===== config.mk =====
export PLATFORM = sky130hd
export DESIGN_NAME = rc_cal_engine
export DESIGN_NICKNAME = d
export VERILOG_FILES = /design/src/rtl/rcc_pkg.sv /design/src/rtl/rcc_edge_sync.sv /design/src/rtl/rcc_period_meter.sv /design/src/rtl/rcc_divider.sv /design/src/rtl/rc_cal_engine.sv
export SDC_FILE = /design/constraint.sdc
export NUM_CORES = 1
export LEC_CHECK = 0
export BUFFER_PORTS_ARGS = -buffer_cell sky130_fd_sc_hd__clkbuf_2
export CELL_PAD_IN_SITES_DETAIL_PLACEMENT = 1
export CELL_PAD_IN_SITES_GLOBAL_PLACEMENT = 2
export CORE_MARGIN = 2
export CORE_UTILIZATION = 30
export CTS_BUF_LIST = sky130_fd_sc_hd__clkbuf_16
export CTS_CLUSTER_DIAMETER = 40
export DETAILED_ROUTE_END_ITERATION = 10
export PLACE_DENSITY = 0.63
export SETUP_SLACK_MARGIN = 0.2
export SLEW_MARGIN = 0
export SYNTH_ARGS = -nofsm -noshare
export SYNTH_HDL_FRONTEND = slang
export SYNTH_HIERARCHICAL = 1
export SYNTH_SLANG_ARGS = --single-unit

===== constraint.sdc =====
create_clock -name clk_ref -period 3 [get_ports clk_ref]
set_input_delay 0.15 -clock clk_ref [delete_from_list [all_inputs] [get_ports clk_ref]]
set_output_delay 0.15 -clock clk_ref [all_outputs]
set_load 0.02 [all_outputs]

===== src/rtl/rcc_pkg.sv =====
package rcc_pkg;

  typedef enum logic [2:0] {
    ST_IDLE,
    ST_SETTLE_A,
    ST_TUNE_DIV,
    ST_SETTLE_B,
    ST_ACCUM,
    ST_FINE_DIV
  } cal_state_t;

endpackage


===== src/rtl/rcc_edge_sync.sv =====
module rcc_edge_sync (
  input  logic clk,
  input  logic rst_n,
  input  logic async_in,
  output logic rise
);

  logic meta_q, sync_q, prev_q;

  always_ff @(posedge clk or negedge rst_n) begin
    if (!rst_n) begin
      meta_q <= 1'b0;
      sync_q <= 1'b0;
      prev_q <= 1'b0;
    end else begin
      meta_q <= async_in;
      sync_q <= meta_q;
      prev_q <= sync_q;
    end
  end

  assign rise = sync_q & ~prev_q;

endmodule


===== src/rtl/rcc_period_meter.sv =====
module rcc_period_meter #(
  parameter int WINDOW   = 16,
  parameter int PERIOD_W = 16
) (
  input  logic                clk,
  input  logic                rst_n,
  input  logic                rise,
  output logic [PERIOD_W-1:0] period,
  output logic                vld
);

  localparam int EW = (WINDOW > 1) ? $clog2(WINDOW) : 1;
  localparam logic [PERIOD_W-1:0] CYC_MAX = '1;

  logic [EW-1:0]       edge_cnt;
  logic [PERIOD_W-1:0] cyc_cnt;

  always_ff @(posedge clk or negedge rst_n) begin
    if (!rst_n) begin
      edge_cnt <= '0;
      cyc_cnt  <= '0;
      period   <= '0;
      vld      <= 1'b0;
    end else begin
      vld <= 1'b0;
      if (cyc_cnt != CYC_MAX) cyc_cnt <= cyc_cnt + 1'b1;
      if (rise) begin
        if (edge_cnt == EW'(WINDOW - 1)) begin
          edge_cnt <= '0;
          period   <= cyc_cnt;
          cyc_cnt  <= PERIOD_W'(1);
          vld      <= 1'b1;
        end else begin
          edge_cnt <= edge_cnt + 1'b1;
        end
      end
    end
  end

  AST_VLD_SPACED: assert property (@(posedge clk) disable iff (!rst_n)
    vld |=> !vld);

endmodule


===== src/rtl/rcc_divider.sv =====
module rcc_divider #(
  parameter int NUM_W = 32,
  parameter int DEN_W = 16
) (
  input  logic             clk,
  input  logic             rst_n,
  input  logic             go,
  input  logic [NUM_W-1:0] num,
  input  logic [DEN_W-1:0] den,
  output logic             busy,
  output logic             fin,
  output logic [NUM_W-1:0] quo
);

  localparam int CW = $clog2(NUM_W + 1);

  logic [DEN_W:0]   rem;
  logic [NUM_W-1:0] q;
  logic [CW-1:0]    cnt;
  logic [DEN_W+1:0] rem_sh;
  logic [DEN_W+1:0] den_x;

  assign rem_sh = {rem, q[NUM_W-1]};
  assign den_x  = {2'b00, den};

  always_ff @(posedge clk or negedge rst_n) begin
    if (!rst_n) begin
      rem  <= '0;
      q    <= '0;
      cnt  <= '0;
      busy <= 1'b0;
      fin  <= 1'b0;
    end else begin
      fin <= 1'b0;
      if (go && !busy) begin
        rem  <= '0;
        q    <= num;
        cnt  <= CW'(NUM_W);
        busy <= 1'b1;
      end else if (busy) begin
        if (rem_sh >= den_x) begin
          rem <= (DEN_W + 1)'(rem_sh - den_x);
          q   <= {q[NUM_W-2:0], 1'b1};
        end else begin
          rem <= rem_sh[DEN_W:0];
          q   <= {q[NUM_W-2:0], 1'b0};
        end
        cnt <= cnt - 1'b1;
        if (cnt == CW'(1)) begin
          busy <= 1'b0;
          fin  <= 1'b1;
        end
      end
    end
  end

  assign quo = q;

  AST_GO_WHEN_IDLE: assert property (@(posedge clk) disable iff (!rst_n)
    go |-> !busy);

endmodule


===== src/rtl/rc_cal_engine.sv =====
module rc_cal_engine
  import rcc_pkg::*;
#(
  parameter int          WINDOW     = 16,
  parameter int          PERIOD_W   = 16,
  parameter int          TARGET     = 19200,
  parameter int          STEP       = 800,
  parameter int unsigned NUMER      = 384000000,
  parameter int          SAMPLES    = 8,
  parameter int          SETTLE     = 2,
  parameter int          TRIM_W     = 4,
  parameter int          DIV_W      = 16,
  parameter int          DIV_RESET  = 'h5000,
  parameter int          TRIM_RESET = 0
) (
  input  logic                     clk_ref,
  input  logic                     rst_n,
  input  logic                     start,
  input  logic                     slow_clk,
  output logic signed [TRIM_W-1:0] trim,
  output logic [DIV_W-1:0]         divisor,
  output logic                     done
);

  localparam int NUM_W = 32;
  localparam int SLOG  = (SAMPLES > 1) ? $clog2(SAMPLES) : 0;
  localparam int SUM_W = PERIOD_W + SLOG;
  localparam int SC_W  = $clog2(SETTLE + 1);
  localparam int SN_W  = $clog2(SAMPLES + 1);
  localparam int BIAS  = TARGET + STEP / 2;
  localparam int TPOS  = 2 ** (TRIM_W - 1) - 1;
  localparam int TNEG  = 2 ** (TRIM_W - 1);
  localparam int DW    = PERIOD_W + 2;

  logic                rise;
  logic [PERIOD_W-1:0] period;
  logic                per_vld;

  logic                dv_go, dv_busy, dv_fin;
  logic [NUM_W-1:0]    dv_num, dv_quo;
  logic [PERIOD_W-1:0] dv_den;

  cal_state_t               state;
  logic [SC_W-1:0]          settle_cnt;
  logic [SN_W-1:0]          samp_cnt;
  logic [SUM_W-1:0]         sum;
  logic                     tune_neg;
  logic signed [TRIM_W-1:0] trim_q;
  logic [DIV_W-1:0]         div_q;
  logic                     done_q;

  logic signed [DW-1:0] diff;
  logic [DW-1:0]        mag;
  logic [SUM_W-1:0]     next_sum;

  rcc_edge_sync u_sync (
    .clk      (clk_ref),
    .rst_n    (rst_n),
    .async_in (slow_clk),
    .rise     (rise)
  );

  rcc_period_meter #(.WINDOW(WINDOW), .PERIOD_W(PERIOD_W)) u_meter (
    .clk    (clk_ref),
    .rst_n  (rst_n),
    .rise   (rise),
    .period (period),
    .vld    (per_vld)
  );

  rcc_divider #(.NUM_W(NUM_W), .DEN_W(PERIOD_W)) u_div (
    .clk   (clk_ref),
    .rst_n (rst_n),
    .go    (dv_go),
    .num   (dv_num),
    .den   (dv_den),
    .busy  (dv_busy),
    .fin   (dv_fin),
    .quo   (dv_quo)
  );

  always_comb begin
    diff     = $signed(DW'(BIAS)) - $signed({2'b00, period});
    mag      = diff[DW-1] ? DW'(-diff) : DW'(diff);
    next_sum = sum + SUM_W'(period);
  end

  always_ff @(posedge clk_ref or negedge rst_n) begin
    if (!rst_n) begin
      state      <= ST_IDLE;
      settle_cnt <= '0;
      samp_cnt   <= '0;
      sum        <= '0;
      tune_neg   <= 1'b0;
      trim_q     <= TRIM_W'(TRIM_RESET);
      div_q      <= DIV_W'(DIV_RESET);
      done_q     <= 1'b0;
      dv_go      <= 1'b0;
      dv_num     <= '0;
      dv_den     <= '0;
    end else begin
      dv_go <= 1'b0;
      case (state)
        ST_IDLE: begin
          if (start) begin
            trim_q     <= TRIM_W'(TRIM_RESET);
            div_q      <= DIV_W'(DIV_RESET);
            done_q     <= 1'b0;
            settle_cnt <= '0;
            state      <= ST_SETTLE_A;
          end
        end
        ST_SETTLE_A: begin
          if (per_vld) begin
            if (settle_cnt == SC_W'(SETTLE)) begin
              tune_neg <= diff[DW-1];
              dv_num   <= NUM_W'(mag);
              dv_den   <= PERIOD_W'(STEP);
              dv_go    <= 1'b1;
              state    <= ST_TUNE_DIV;
            end else begin
              settle_cnt <= settle_cnt + 1'b1;
            end
          end
        end
        ST_TUNE_DIV: begin
          if (dv_fin) begin
            if (!tune_neg)
              trim_q <= (dv_quo > NUM_W'(TPOS)) ? TRIM_W'(TPOS) : dv_quo[TRIM_W-1:0];
            else
              trim_q <= (dv_quo > NUM_W'(TNEG)) ? TRIM_W'(TNEG)
                                                : TRIM_W'(0) - dv_quo[TRIM_W-1:0];
            settle_cnt <= '0;
            state      <= ST_SETTLE_B;
          end
        end
        ST_SETTLE_B: begin
          if (per_vld) begin
            if (settle_cnt == SC_W'(SETTLE)) begin
              sum      <= SUM_W'(period);
              samp_cnt <= SN_W'(1);
              state    <= ST_ACCUM;
            end else begin
              settle_cnt <= settle_cnt + 1'b1;
            end
          end
        end
        ST_ACCUM: begin
          if (per_vld) begin
            sum      <= next_sum;
            samp_cnt <= samp_cnt + 1'b1;
            if (samp_cnt == SN_W'(SAMPLES - 1)) begin
              dv_num <= NUM_W'(NUMER);
              dv_den <= PERIOD_W'(next_sum >> SLOG);
              dv_go  <= 1'b1;
              state  <= ST_FINE_DIV;
            end
          end
        end
        ST_FINE_DIV: begin
          if (dv_fin) begin
            div_q  <= (|dv_quo[NUM_W-1:DIV_W]) ? '1 : dv_quo[DIV_W-1:0];
            done_q <= 1'b1;
            state  <= ST_IDLE;
          end
        end
        default: state <= ST_IDLE;
      endcase
    end
  end

  assign trim    = trim_q;
  assign divisor = div_q;
  assign done    = done_q;

  AST_RESTART_CLEARS: assert property (@(posedge clk_ref) disable iff (!rst_n)
    (start && state == ST_IDLE) |=>
      (!done && divisor == DIV_W'(DIV_RESET) && trim == TRIM_W'(TRIM_RESET)));
  AST_TRIM_FROZEN: assert property (@(posedge clk_ref) disable iff (!rst_n)
    (state == ST_ACCUM || state == ST_FINE_DIV) |=> $stable(trim));
  AST_DONE_HOLD: assert property (@(posedge clk_ref) disable iff (!rst_n)
    (done && !start) |=> done);
  AST_DIV_HELD: assert property (@(posedge clk_ref) disable iff (!rst_n)
    (done && !start) |=> $stable(divisor));
  AST_BUSY_START_IGNORED: assert property (@(posedge clk_ref) disable iff (!rst_n)
    (start && (state == ST_SETTLE_B || state == ST_ACCUM || state == ST_FINE_DIV))
      |=> (state != ST_SETTLE_A));

endmodule


* Word-level counts from Yosys, hierarchy flattened
Index checks and enable logic that the tools add are counted.
Cells by class: add/subtract/negate cells 10, multiply operators 0, divide/modulo/power cells 0, $lt $le $gt $ge 3, equal/unequal tests 21, shift-type cells 0, mux-type cells 72, bitwise logic cells 2, reduce and logical (&&, ||, !) cells 19
Operators by type and width (count):
- two-way mux 32 bit | 6
- two-way mux 16 bit | 10
- case mux 16 bit (2 select lines) | 2
- case mux 32 bit (2 select lines) | 1
- two-way mux 19 bit | 3
- two-way mux 17 bit | 3
- case mux 19 bit (2 select lines) | 1
- two-way mux 4 bit | 9
- > comparator 32 x 3 -> 1 bit (second input constant) | 1
- > comparator 32 x 4 -> 1 bit (second input constant) | 1
- two-way mux 3 bit | 9
- adder 19 x 16 -> 19 bit | 1
- >= comparator 18 x 16 -> 1 bit | 1
- two-way mux 18 bit | 1
- negation 17 -> 18 bit | 1
- case mux 3 bit (6 select lines) | 1
- subtractor 15 x 16 -> 17 bit (first input constant) | 1
- subtractor 17 x 16 -> 17 bit | 1
- adder 16 x 1 -> 16 bit (second input constant) | 1
- != test 16 bit (second input constant) | 1
- case mux 4 bit (2 select lines) | 2
- OR reduction 16 bit | 1
- two-way mux 1 bit | 15
- two-way mux 6 bit | 2
- other kinds (29) | 52
Word-level totals: bits in registers 196, latch bits 0, RAM bits 0, ROM bits 0, memories kept 0

* Longest topological paths before layout
depth in word-level cells 6, depth in mapped cells 11

* Cells and area by module
The synthesis kept the hierarchy.
By module, submodules not included:
- rc_cal_engine | instances 1, cells an instance 607, area each 5268.8 µm², seq. area each 2154.6 µm²
- rcc_divider | instances 1, cells an instance 386, area each 3544.6 µm², seq. area each 1426.4 µm²
- rcc_period_meter | instances 1, cells an instance 194, area each 1831.8 µm², seq. area each 925.9 µm²
- rcc_edge_sync | instances 1, cells an instance 4, area each 88.8 µm², seq. area each 75.1 µm²

* Worst setup path after synthesis
OpenSTA, ideal clock, no wires.
path kind reg2reg, start point register u_meter.period[0], end point register dv_num[13], arrival 2.623 ns, slack 0.256 ns, cell stages (with the launch flop) 11, path through dfrtp_1 -> buf_6 -> inv_1 -> ha_1 -> or3b_4 -> a21oi_1 -> mux2_2 -> a211oi_1 -> a21oi_1 -> xnor2_1 -> o22a_1
Between the ends: cells in the longest elaborated chain, start to end 6
RTL lines:
- start: declaration | RTL line rcc_period_meter.sv:8 | output logic [PERIOD_W-1:0] period,
- start signal: assignment | RTL line rcc_period_meter.sv:30 | period <= cyc_cnt;
- subtractor 15 x 16 -> 17 bit (*) | RTL line rc_cal_engine.sv:83 | diff = $signed(DW'(BIAS)) - $signed({2'b00, period});
- negation 17 -> 18 bit | RTL line rc_cal_engine.sv:84 | mag = diff[DW-1] ? DW'(-diff) : DW'(diff);
- two-way mux 18 bit (*) | RTL line rc_cal_engine.sv:84
- two-way mux 32 bit (*) | RTL line rc_cal_engine.sv:115 | if (settle_cnt == SC_W'(SETTLE)) begin
- two-way mux 32 bit (*) | RTL line rc_cal_engine.sv:114 | if (per_vld) begin
- case mux 32 bit (2 select lines) (*) | RTL line rc_cal_engine.sv:103 | case (state)
- end signal: assignment | RTL line rc_cal_engine.sv:117 | dv_num <= NUM_W'(mag);
- end signal: assignment | RTL line rc_cal_engine.sv:153 | dv_num <= NUM_W'(NUMER);
- end: declaration | RTL line rc_cal_engine.sv:40 | logic [NUM_W-1:0] dv_num, dv_quo;
Every way passes the cells marked *; elsewhere a longest branch is shown, timed or not. The select of a mux whose other input is x is not followed. A chain may end at the register's enable or synchronous reset.

* Worst setup path after layout
start point register u_meter.period[1], end point register sum[14]
Between the ends: cells in the longest elaborated chain, start to end 3
RTL lines:
- adder 19 x 16 -> 19 bit | RTL line rc_cal_engine.sv:85 | next_sum = sum + SUM_W'(period);
- two-way mux 19 bit | RTL line rc_cal_engine.sv:149 | if (per_vld) begin
- case mux 19 bit (2 select lines) | RTL line rc_cal_engine.sv:103
- end signal: assignment | RTL line rc_cal_engine.sv:140 | sum <= SUM_W'(period);
- end signal: assignment | RTL line rc_cal_engine.sv:150 | sum <= next_sum;
- end: declaration | RTL line rc_cal_engine.sv:46 | logic [SUM_W-1:0] sum;
Every way passes these cells. The select of a mux whose other input is x is not followed.

==> results.toml <==
[run_status]
status = "finished, final reports clean"

[setup_path]
required_ns = 3.32
cp.arrival_ns = 2.97
crit_type = "reg2reg"
cp_max_fo = 8
reg2reg_depth = 10
critPathCaptureType = "flip-flop"
start_kind = "flip-flop"
r2r_setup_slack_ns = 0.35

[yosys]
ys_seq_elements = 183
synth_edf_count = 0
synth_ff_type = "dfrtp_1"
async_flop_share_pct = 100
syn_inst = 1191
synth.top_cell.area_share_pct = 42.2
ys_seq_area_share_pct = 42.7
yosys.area.top_type = "dfrtp_1"
netlist_area_um2 = 10700
ys_top_cells_by_area = "dfrtp_1 42%, nand2_1 7.0%, o21ai_0 6.2%"
yosysWarnings = 6
synth_cell_types = 89
avgSynthCellArea_um2 = 9.01

[timing]
setup_viol = 0
worst_pin_slew_ns = 0.738
rsz0062_at_grt = "true"
drv_slew = 0
fin_worst_skew_ns = 0.0191
fmax_mhz = 377
fin_crit_sh_pct = 88.4
slew_headroom_pct = 50.5
hold_violations = 0
final.setup.tns_ns = 0
fin_crit_ns = 2.65

[cells_and_area]
multi_input_area_um2 = 5760
syn_to_final_growth_pct = 13.2
stdcell_count = 1697
drive_gt1_share_pct = 12.1
fin_nets = 1269
fill_cells = 4127
antenna_cells = 0
seq_area_um2 = 4580

[routing]
num_vias = 8722
drt-initial-drc-count = 465
drc = 0
drtPass1Iterations = 4
drt_wl_total_um = 30800
antenna_left = 0
wl_per_cell_um = 18.2
vias_per_cell = 5.14

[job]
maxCapViolations = 0

[cts]
cts_tree = "yes"
cts.clk_slew.worst_paths_ns = 0.07
clock_sinks = 183
clock_latency_ns = 0.45
numCtsBuffers = 17
htree_levels = 4
root_buffer = "clkbuf_16"
clockBufferDepth = 2

[global_routing]
grt_pass1_wl_um = 51400
grt_pass1_vias = 9199
antenna_found_initial = 0
grt_max_degree = 75
grtUsageTotal_pct = 17.7
overflow = 0

[floorplan]
fp.dieArea_um2 = 37300
fp.dieW_um = 193
coreArea_um2 = 35400
ios = 25
die_h_um = 193
core.rowCount = 69
start_util_pct = 30.3

[placement]
io_buffers = 24
gp_congestion = 0.787
dp.cells = 1662
detailed_place_hpwl_um = 22400

[power_and_ir_drop]
p_leak_uw = 0.00516
peakVddDrop_uv = 508
power.density_nw_per_um2 = 549

[hold_path]
whs_path_depth = 4
hp-class = "in2reg"
metal layers:
metal | up-vias | share of wire (%) | track usage [%]
met3 | 25 | 1.9 | 2.95
met4 | 0 | 1.3 | 4.20
met1 | 4328 | 51 | 25.0
li1 | 4301 | - | -
met2 | 68 | 46 | 28.2
met5 | - | 0 | 0
Yosys cell counts, types with 13 or more instances:
library cell  count
a31oi_1          13
ha_1             40
clkbuf_1         40
a21oi_1          50
dfrtp_1         181
nand3_1          25
nor2_1           69
xnor2_1          37
inv_1            37
xor2_1           18
o21ai_0         134
nor3_1           18
o21ai_1          14
nand4_1          15
nand2_1         201
mux2i_1          45
critical path, stage by stage (launching register included):
cell and delay (ns):
dfrtp_1 0.47, buf_4 0.19, fa_1 0.45, a21o_1 0.20
a221oi_1 0.24, buf_4 0.18, or3_1 0.15, nand3b_1 0.12
a21oi_1 0.21, xor2_1 0.20, o21ai_0 0.10
final cells by class:
| cell class | count | area share [%] |
|---|---|---|
| multi-input combinational | 914 | 47.4 |
| sequential | 183 | 37.7 |
| tap | 461 | 4.75 |
| timing repair buffer | 69 | 4.09 |
| clock buffer | 17 | 3.50 |
| clock inverter | 15 | 1.39 |
| inverter | 38 | 1.17 |
logic make-up after synthesis:
group                    Yosys count  synth area share [%]
buffers and inverters            101                  4.29
multiplexers                      48                  4.51
AND/OR/NAND/NOR                  430                  19.3
AO/OA/AOI/OAI                    331                  19.6
adder cells (fa/ha/maj)           42                  5.04
other                              1                0.0349
XOR/XNOR                          55                  4.49
flip-flops                       183                  42.7
power by group:
group / internal [uW] / switching, uW / leakage, uW
Sequential: 2630 / 234 / 0.00236
Clock: 1250 / 1100 / 0.000291
Combinational: 625 / 829 / 0.00251
registers in the layout, summed over array words and instances (netlist names), 2 cells and up:
name              flops
divisor              16
dv_num               19
u_meter/cyc_cnt      16
u_div/rem            17
trim                  4
u_div/cnt             6
state                 3
u_div/quo            32
dv_den               16
samp_cnt              4
settle_cnt            2
u_meter/edge_cnt      4
u_meter/period       16
sum                  19
metrics by stage:
step	utilization, %	worst slack [ns]	hold WS, ns	power [uW]	cell area (um^2)
after floorplan	-	0.256	-0.146	3910	10800
after global placement	32.5	0.283	0.234	4330	11500
after detailed placement	32.5	0.251	0.238	4360	11500
after CTS	34.2	0.205	0.143	6760	12100
after global routing	34.3	0.197	0.189	7080	12200
final	34.3	0.347	0.176	6670	12200
cell usage in the layout, fill, tap and decap left out, drive strengths merged, types with 8 or more instances in the layout:
cell      n
and2     10
nor3     19
conb      8
ha       40
nand4    16
nand2   201
clkbuf   41
buf      43
nor2     69
nand3    27
nor3b     8
a22oi    12
a31oi    13
mux2i    45
xor2     18
a21oi    52
o21a      8
o21ai   151
or2       9
nor4     13
inv      44
nand2b   10
dfrtp   181
nor2b    11
o31ai    12
a21o     11
xnor2    37
worst paths after layout:
check,start,to
min in group asynchronous,rst_n,done$_DFFE_PN0P_
worst max-delay path,u_meter/period[1]$_DFFE_PN0P_,sum[14]$_DFFE_PN0P_
worst min register to register,u_sync/meta_q$_DFF_PN0_,u_sync/sync_q$_DFF_PN0_
worst min-delay path,start,state[0]$_DFFE_PN0P_
max in group asynchronous,rst_n,dv_den[13]$_DFFE_PN0P_
worst max register to register,u_meter/period[1]$_DFFE_PN0P_,sum[14]$_DFFE_PN0P_
repair_timing:
action / CTS / global route
endpoints found under the setup margin: 0 / 22
endpoints found under the hold margin: 71 / 0
resized for setup: 0 / 8
buffers inserted: 0 / 1
hold buffers: 2 / 0
Note: power is estimated with default switching activity, not from simulation.
